===== src/rtl/intc_pkg.sv =====
package intc_pkg;
  localparam int DATA_W = 32;
  localparam int ADDR_W = 8;
  localparam logic [ADDR_W-1:0] OFF_CAUSE = 8'h00;
  localparam logic [ADDR_W-1:0] OFF_MASK  = 8'h04;
  localparam logic [ADDR_W-1:0] OFF_RESET = 8'h24;

  typedef enum logic [1:0] {RD_NONE, RD_CAUSE, RD_MASK} rdSel_e;

  typedef struct packed {
    logic   wrMask;
    logic   wrCause;
    rdSel_e rdSel;
  } ctlStrobe_t;
endpackage


===== src/rtl/intc_ctrl.sv =====
module intc_ctrl
  import intc_pkg::*;
(
  input  logic              clk,
  input  logic              rstN,
  input  logic              busSel,
  input  logic              busWr,
  input  logic [ADDR_W-1:0] busAddr,
  input  logic [DATA_W-1:0] busWdata,
  output ctlStrobe_t        strobe,
  output logic              platReset
);
  logic hitCause, hitMask, hitReset;

  assign hitCause = busAddr == OFF_CAUSE;
  assign hitMask  = busAddr == OFF_MASK;
  assign hitReset = busAddr == OFF_RESET;

  always_comb begin
    strobe.wrMask  = busSel && busWr && hitMask;
    strobe.wrCause = busSel && busWr && hitCause;
    strobe.rdSel   = RD_NONE;
    if (busSel && !busWr) begin
      if (hitCause)     strobe.rdSel = RD_CAUSE;
      else if (hitMask) strobe.rdSel = RD_MASK;
    end
  end

  // a zero write to the reset register fires a single-cycle strobe
  always_ff @(posedge clk or negedge rstN) begin
    if (!rstN) platReset <= 1'b0;
    else       platReset <= busSel && busWr && hitReset && (busWdata == '0);
  end
endmodule


===== src/rtl/intc_dpath.sv =====
module intc_dpath
  import intc_pkg::*;
#(
  parameter int SW_IDX    = 1,
  parameter int STATE_IDX = 16
) (
  input  logic              clk,
  input  logic              rstN,
  input  ctlStrobe_t        strobe,
  input  logic [DATA_W-1:0] busWdata,
  input  logic [DATA_W-1:0] srcLevel,
  input  logic              switchRaw,
  output logic [DATA_W-1:0] busRdata,
  output logic [DATA_W-1:0] causeView,
  output logic [DATA_W-1:0] maskView,
  output logic              irqOut
);
  localparam logic [DATA_W-1:0] IRQ_ELIGIBLE = ~(DATA_W'(1) << STATE_IDX);

  logic [DATA_W-1:0] lvlS1, lvlS2, maskReg;
  logic swS1, swS2, swPrev, sticky, pressEdge, clearHit;

  always_ff @(posedge clk or negedge rstN) begin
    if (!rstN) begin
      lvlS1 <= '0;
      lvlS2 <= '0;
      swS1 <= 1'b1;
      swS2 <= 1'b1;
      swPrev <= 1'b1;
    end else begin
      lvlS1 <= srcLevel;
      lvlS2 <= lvlS1;
      swS1 <= switchRaw;
      swS2 <= swS1;
      swPrev <= swS2;
    end
  end

  assign pressEdge = swPrev && !swS2;
  assign clearHit  = strobe.wrCause && busWdata[SW_IDX];

  always_ff @(posedge clk or negedge rstN) begin
    if (!rstN) begin
      sticky <= 1'b0;
      maskReg <= '0;
    end else begin
      sticky <= pressEdge || (sticky && !clearHit);
      if (strobe.wrMask) maskReg <= busWdata;
    end
  end

  for (genvar gi = 0; gi < DATA_W; gi++) begin : g_cause
    if (gi == SW_IDX) begin : g_sticky
      assign causeView[gi] = sticky;
    end else if (gi == STATE_IDX) begin : g_state
      assign causeView[gi] = swS2;
    end else begin : g_level
      assign causeView[gi] = lvlS2[gi];
    end
  end

  assign maskView = maskReg;

  always_ff @(posedge clk or negedge rstN) begin
    if (!rstN) irqOut <= 1'b0;
    else       irqOut <= |(causeView & maskReg & IRQ_ELIGIBLE);
  end

  always_comb begin
    case (strobe.rdSel)
      RD_CAUSE: busRdata = causeView;
      RD_MASK:  busRdata = maskReg;
      default:  busRdata = '0;
    endcase
  end
endmodule


===== src/rtl/intc_rsw_top.sv =====
module intc_rsw_top
  import intc_pkg::*;
#(
  parameter int SW_IDX    = 1,
  parameter int STATE_IDX = 16
) (
  input  logic              clk,
  input  logic              rstN,
  input  logic              busSel,
  input  logic              busWr,
  input  logic [ADDR_W-1:0] busAddr,
  input  logic [DATA_W-1:0] busWdata,
  output logic [DATA_W-1:0] busRdata,
  input  logic [DATA_W-1:0] srcLevel,
  input  logic              switchRaw,
  output logic              irqOut,
  output logic              platReset
);
  ctlStrobe_t strobe;
  logic [DATA_W-1:0] causeView, maskView;

  intc_ctrl u_ctrl (
    .clk(clk), .rstN(rstN), .busSel(busSel), .busWr(busWr),
    .busAddr(busAddr), .busWdata(busWdata), .strobe(strobe), .platReset(platReset)
  );

  intc_dpath #(.SW_IDX(SW_IDX), .STATE_IDX(STATE_IDX)) u_dpath (
    .clk(clk), .rstN(rstN), .strobe(strobe), .busWdata(busWdata),
    .srcLevel(srcLevel), .switchRaw(switchRaw), .busRdata(busRdata),
    .causeView(causeView), .maskView(maskView), .irqOut(irqOut)
  );
endmodule


===== config.mk =====
export PLATFORM = sky130hd
export DESIGN_NAME = intc_rsw_top
export DESIGN_NICKNAME = d
export VERILOG_FILES = /design/src/rtl/intc_pkg.sv /design/src/rtl/intc_ctrl.sv /design/src/rtl/intc_dpath.sv /design/src/rtl/intc_rsw_top.sv
export SDC_FILE = /design/constraint.sdc
export NUM_CORES = 1
export LEC_CHECK = 0
export BUFFER_PORTS_ARGS = -buffer_cell sky130_fd_sc_hd__buf_2
export CORE_UTILIZATION = 51
export DETAILED_ROUTE_END_ITERATION = 6
export GPL_ROUTABILITY_DRIVEN = 0
export PLACE_DENSITY = 0.82
export REMOVE_ABC_BUFFERS = 1
export SLEW_MARGIN = 40
export SYNTH_ARGS = -nofsm -noshare
export SYNTH_HDL_FRONTEND = slang
export SYNTH_SLANG_ARGS = --single-unit

===== constraint.sdc =====
create_clock -name clk -period 2.2 [get_ports clk]
set_clock_uncertainty 0.05 [all_clocks]
set_input_delay 0.11 -clock clk [delete_from_list [all_inputs] [get_ports clk]]
set_output_delay 0.11 -clock clk [all_outputs]
set_load 0.02 [all_outputs]

==> impl_results.md, run 1 <==
- P&R area growth vs syn: 41.42%
- Critical path's slowest cell: or4b_4
- Post-Place Worst Slack: 0.3380 ns
- Initial antenna violation count: 0
- R2r startpoint: u_dpath.maskView[3]$_DFFE_PN0P_
- Stages on the worst setup path: 6
- CTS buffer count: 9
- Unique masters post-synth: 25
- Avg WL per Cell: 17.63 um
- Final wirelength: roughly 9400 um
- Num ports: roughly 110
- Die area: between 7000 and 8000 um2
- Drt first pass iters: 4
- Relative slew slack: slightly above 70%
- GRT overflow: 0
- Largest family of logic cells by synthesized area: multiplexers
- Status: finished, final reports clean
- Multi-input gate area: 1160 um2
- Synth Area in XOR/XNOR: 0%
- Worst-path clk slew: 0.10 ns
- Post-CTS setup buffer count: 0
- Min-Delay Path Class: in -> reg
- RR Endpoint: u_dpath.irqOut$_DFF_PN0_
- Initial Util: a little over half
- Synth Area in Simple Gates: roughly 8.5%
- Clk buf depth: 2
- Antenna-violating nets left: 0
- FF+latch area: around 2500 um2
- CP Max Fanout: 18
- CTS tree: built
- Worst EP required: 2.04 ns
- Synthesized area: ~3700 um2
- Core area: between 6000 and 7000 um2
- Critical Path AT: ~1.7 ns
- Die width: between 80 and 90 um
- Compound-Gate Fraction of Synth Area: about a tenth
- Most frequent CP cell: buf_2
- Critical Path Source: busAddr[7]
- Peak Freq: between 500 and 600 MHz
- GRT Total Usage: between 20% and 30%
- Slew @ Worst Pin: approximately 0.41 ns
- Die Y-Extent: 86.97 um
- Synth warn: 0
- Synth Area in Adders: 0%
- Final worst setup slack: 0.3230 ns
- Starting DRT DRC Count: between 100 and 150
- Final min period: about 1.9 ns
- CP max stage delay: between 0.5 and 0.6 ns
- Fin crit share: 85.32%
- CP delay by family, top: simple AND/OR/NAND/NOR gates
- Worst Setup End Kind: output pin
- Syn Area/Cell: between 10 and 15 um2
- Largest net degree at the start of global routing: 58
- Vias/cell: between 5 and 6
- Share of layout cells above drive strength 1: 39.63%
- Commonest non-fill, non-tap cell in the layout: buf_2
- Most frequent cells in the layout: buf_2, dfrtp_1, dlygate4sd3_1, a22oi_1, nor2_1
- Critical path type: in -> out
- Nets: 506
- Setup Viol. Count Final: 0
- Post-synth ARST share: 100.0%
- Vias: roughly 2800
- Vias in the first global route: 2951
- Final instance count without filler cells: 531
- Critical path launch point type: input port
- PostCTS Resize Cnt: 0
- RSZ-0062 raised after global routing: false
- Worst setup path endpoint: busRdata[4]
- Detailed placement HPWL: roughly 5900 um
- Multiplexer share of the synthesized area: roughly 13%
- Root buffer cell: clkbuf_8
- Worst Path Buf+Inv: 3
- Hold Vio Cnt, Final: 0
- Worst r2r path cells: 4
- DP Cell Count: 450
- First-pass GRT wire length: roughly 15000 um
- Maxcap violations: 0
- Site Rows: 30
- PD cells: around 650 nW/um2
- Drc violations: 0
- CP Cell Sequence: buf_2, or4b_4, or3_1, buf_4, nor2_1, buf_2
- Seq/Total Area, Yosys: 66.70%
- H-Tree Depth: 3
- Worst skew pair latency: between 0.3 and 0.4 ns
- Post-synthesis instance total: 250
- Max Slew Vio Count: 0
- Input/output buffers: between 100 and 150
- #FFs+latches synth: between 90 and 100
- Number of synthesized flops with an enable pin: 0
- Fillers: between 400 and 500
- Primary FF master, synth: dfrtp_1
- Max IR drop VDD: ~0.52 mV
- Setup slack, reg-to-reg: about 0.46 ns
- Static Leak: about 2.5 nW
- Num Clock Sinks: 98
report_power, final:
part / total [mW] / switching (mW) / leakage, nW / internal [mW]
Clock: 1.17 / 0.606 / 0.100 / 0.564
Combinational: 0.309 / 0.133 / 1.20 / 0.175
Sequential: 1.92 / 0.0415 / 1.21 / 1.88
metal layers:
layer | share of wire (%) | up-vias | wire length (um) | global-route usage, %
met5 | 0 | - | 0 | 0
met4 | 2.8 | 0 | 263 | 13.64
met3 | 5.1 | 23 | 482 | 4.360
met2 | 52 | 116 | 4840 | 44.81
met1 | 40 | 1368 | 3777 | 34.40
li1 | - | 1275 | - | -
metrics by stage:
step | setup TNS (ns) | util (%) | total power, mW | instance area [um2] | hold slack (ns)
5_1_grt | 0 | 75.77 | 3.533 | 5205 | 0.07856
6_report | 0 | 75.81 | 3.402 | 5207 | 0.07198
4_1_cts | 0 | 75.77 | 3.410 | 5205 | 0.07688
2_1_floorplan | -16.26 | - | 2.014 | 3611 | -0.2356
3_3_place_gp | 0 | 63.52 | 2.162 | 4363 | -0.05111
3_5_place_dp | 0 | 63.52 | 2.176 | 4363 | -0.04633
Yosys cell counts, types with 2 or more instances:
master / n / area [um2]
a22o_1: 2 / 17.52
a22oi_1: 44 / 330.3
buf_6: 3 / 33.78
clkbuf_1: 10 / 37.54
dfrtp_1: 95 / 2377
dfstp_2: 3 / 78.83
mux2_2: 2 / 22.52
mux2_4: 30 / 450.4
nand3_1: 4 / 20.02
nand4_1: 3 / 18.77
nor2_1: 33 / 123.9
nor3_1: 2 / 10.01
nor4_1: 7 / 43.79
kinds of logic after synthesis:
| logic type | count (synthesis) |
|---|---|
| multiplexers | 32 |
| flip-flops | 98 |
| AO/OA/AOI/OAI | 48 |
| AND/OR/NAND/NOR | 58 |
| buffers and inverters | 14 |
worst reg2reg max path, delay by kind of cell (launching register included):
kind / cells / cell delay, ns
AO/OA/AOI/OAI: 2 / 0.47
flip-flops: 1 / 0.41
AND/OR/NAND/NOR: 2 / 0.66
worst min path at each step:
stage                     startpoint                           to  slack [ns]  cells past startpoint
after floorplan                 rstN   u_ctrl.platReset$_DFF_PN0_       -0.24                      0
after global placement          rstN  u_dpath.lvlS1[20]$_DFF_PN0_       -0.05                      1
after global routing           busWr   u_ctrl.platReset$_DFF_PN0_        0.08                      5
after CTS                      busWr   u_ctrl.platReset$_DFF_PN0_        0.08                      5
after detailed placement        rstN  u_dpath.lvlS1[20]$_DFF_PN0_       -0.05                      1
final                          busWr   u_ctrl.platReset$_DFF_PN0_        0.07                      5
what timing repair did:
item                       4_1_cts  5_1_grt
hold endpoints to repair       159        0
hold buffers                    64        0
setup endpoints to repair        0        0
state kept, by name, summed over array words and instances, names as in the netlist:
register	count
u_dpath.swS1	1
u_dpath.maskView	32
u_dpath.lvlS1	30
u_dpath.swS2	1
u_ctrl.platReset	1
u_dpath.lvlS2	30
u_dpath.swPrev	1
u_dpath.irqOut	1
u_dpath.sticky	1
area by class of cell:
class / instances / share of cell area, %
Timing Repair Buffer: 181 / 24.27
Sequential cell: 98 / 47.16
Tap cell: 96 / 2.307
Multi-Input combinational cell: 138 / 22.27
Clock buffer: 11 / 2.715
Antenna cell: 1 / 0.04805
Clock inverter: 5 / 1.153
Inverter: 1 / 0.07208
Power figures use the tool's default switching activity.
==> run 2: changes to the inputs <==
CORE_UTILIZATION = 50   (was 51)
PLACE_DENSITY = 0.81   (was 0.82)
SYNTH_HIERARCHICAL = 1   (was unset)
==> run 2 against run 1 <==
  * The flow now finishes with violations (setup timing)
  * Non-clock buffer count increased by 5
  * Wire length grew 4.6%
  * Synthesized cell count is 2.0% higher
  * Register-to-register slack got worse by 0.13 ns
  * Largest power group unchanged
  * Clock-buffer cell count shrank 1
  * Sequential share of layout area shrank 0.10 points
  * Global-route usage rose by 0.40 points
  * First-iteration DRC count rose by 91%
  * Synthesized area is 3.1% lower
  * Hold slack better by 0.0048 ns
  * Largest cell class unchanged
==> impl_results.md, run 2 <==
- Status: finished with violations
- Failing checks: setup timing
- Worst-path clk slew: ~0.1 ns
- Nets: between 500 and 600
- Max FFs per register: 32
- Core Util, Final: 76.39%
- Syn Area/Cell: roughly 14 um2
- Final wirelength: just under 10000 um
- GRT Total Usage: around 27%
- Vias/cell: 5.357
- Worst skew pair latency: 0.36 ns
- Critical path launch point type: input port
- Multi-input gate area: 1080 um2
- PD cells: roughly 640 nW/um2
- Clk buf depth: 2
- CP delay by family, top: buffers and inverters
- Met1 usage: 33.97%
- FF+latch area: 2456 um2
- CTS buffer count: 9
- TNS Setup: -0.04537 ns
- Synth warn: 6
- Slew @ Worst Pin: ~0.65 ns
- Vias: a little under 3000
- Commonest non-fill, non-tap cell in the layout: buf_2
- Post-synthesis instance total: 255
- Die width: approximately 86 um
- Fillers: around 420
- Max IR drop VDD: ~0.65 mV
- Input/output buffers: about 110
- Final min period: between 2 and 2.5 ns
- Setup Viol. Count Final: 1
- Post-Place Worst Slack: -0.07250 ns
- Maxcap violations: 0
- Root buffer cell: clkbuf_8
- CP Cell Sequence: dlygate4sd3_1, buf_2, nor4_1, nand4_1, dlygate4sd3_1, nor4_2
- CTS tree: built
- Site Rows: 30
- Starting DRT DRC Count: 247
- Avg WL per Cell: between 15 and 20 um
- Min-Delay Path Class: in -> reg
- Share of layout cells above drive strength 1: between 30% and 40%
- Grt peak-use layer: met2
- Synthesized area: 3567 um2
- Worst Path Buf+Inv: 3
- Fin crit share: 102.1%
- CP max stage delay: 0.61 ns
- Core area: 6832 um2
- Peak Freq: roughly 450 MHz
- Antenna-violating nets left: 0
- Ant diodes: 0
- Relative slew slack: a little under three fifths
- Vias in the first global route: ~3000
- Worst EP required: approximately 2.4 ns
- Max Slew Vio Count: 0
- Num Clock Sinks: 98
- CP Max Fanout: 2
- Most frequent cells in the layout: buf_2, dfrtp_1, dlygate4sd3_1, a22oi_1, nor2_1
- M3 GR Usage: under 10%
- Num ports: around 110
- Hold Vio Cnt, Final: 0
- Detailed placement HPWL: around 6000 um
- Static Leak: around 2.4 nW
- Largest net degree at the start of global routing: 53
- Final worst setup slack: -0.04537 ns
- Drt first pass iters: 5
- Met2 usage: a little under half
- Most frequent CP cell: dlygate4sd3_1
- GRT overflow: 0
- Final instance count without filler cells: 540
- Initial Util: around 52%
- Critical path's slowest cell: dlygate4sd3_1
- Die Y-Extent: about 86 um
- Pwr Total: roughly 3.4 mW
- H-Tree Depth: 3
- Drc violations: 0
- Worst Setup End Kind: register
- P&R area growth vs syn: 46.30%
- First-pass GRT wire length: between 10000 and 15000 um
- Critical path type: in -> reg
- Die area: ~7500 um2
- DP Cell Count: roughly 460
- Critical Path AT: between 2 and 2.5 ns
- Initial antenna violation count: 0
==> run 2: changes by cell type in the layout (fill, tap and decap cells not counted), sizes merged, moves of 2 or more <==
cell / change
buf: +3
clkinv: +2
dlygate4sd3: +2
ha: +2
nand3: -2
nor4: -2
or4: +2
==> run 2: layout make-up <==
class	instances	area share, %
Sequential cell	98	47.06
Timing Repair Buffer	186	25.99
Multi-Input combinational cell	141	20.69
Clock buffer	10	2.445
Tap cell	96	2.302
Clock inverter	6	1.295
Inverter	3	0.2158
==> run 2: path summary, 6_finish.rpt <==
check | start | to | slack (ns) | cells past startpoint
setup / recovery | busWdata[20] | u_ctrl/platReset$_DFF_PN0_ | -0.05 | 6
hold / removal | busAddr[2] | u_dpath/sticky$_DFF_PN0_ | 0.08 | 5
setup reg to reg | u_dpath/lvlS2[21]$_DFF_PN0_ | u_dpath/irqOut$_DFF_PN0_ | 0.33 | 4
hold reg to reg | u_dpath/lvlS1[29]$_DFF_PN0_ | u_dpath/lvlS2[29]$_DFF_PN0_ | 0.30 | 0
max in group asynchronous | rstN | u_dpath/maskView[29]$_DFFE_PN0P_ | 1.17 | 3
min in group asynchronous | rstN | u_dpath/lvlS2[18]$_DFF_PN0_ | 0.24 | 2
==> run 2: power by group <==
group	internal (mW)	switching, mW	leakage, nW
sequential	1.88	0.0438	1.21
clock	0.528	0.619	0.0925
combinational	0.158	0.121	1.12
total	2.57	0.783	2.42
==> run 2: worst min-delay path: stages <==
cell     delay [ns]
buf_2          0.12
nor3b_1        0.06
nand2_1        0.06
nand2_1        0.05
o21ai_0        0.06
==> run 2: repair_timing <==
| action | CTS | global route |
|---|---|---|
| hold endpoints to repair | 107 | 0 |
| setup buffers | 0 | 2 |
| pin swaps | 0 | 3 |
| gates cloned | 0 | 0 |
| resized for setup | 1 | 4 |
| hold buffers | 66 | 0 |
| setup endpoints to repair | 32 | 32 |
==> run 2: metal layers <==
| metal | routed length [um] | vias up |
|---|---|---|
| li1 | - | 1298 |
| met1 | 3801 | 1444 |
| met2 | 5177 | 129 |
| met3 | 590 | 22 |
| met4 | 223 | 0 |
| met5 | 0 | - |
==> run 2: per-stage QoR <==
stage	cell area, um2	hold WS [ns]
final	5219	0.07678
after global routing	5219	0.07985
after CTS	5180	0.06072
after detailed placement	4318	0.1048
after global placement	4318	0.08915
after floorplan	3515	-0.2356
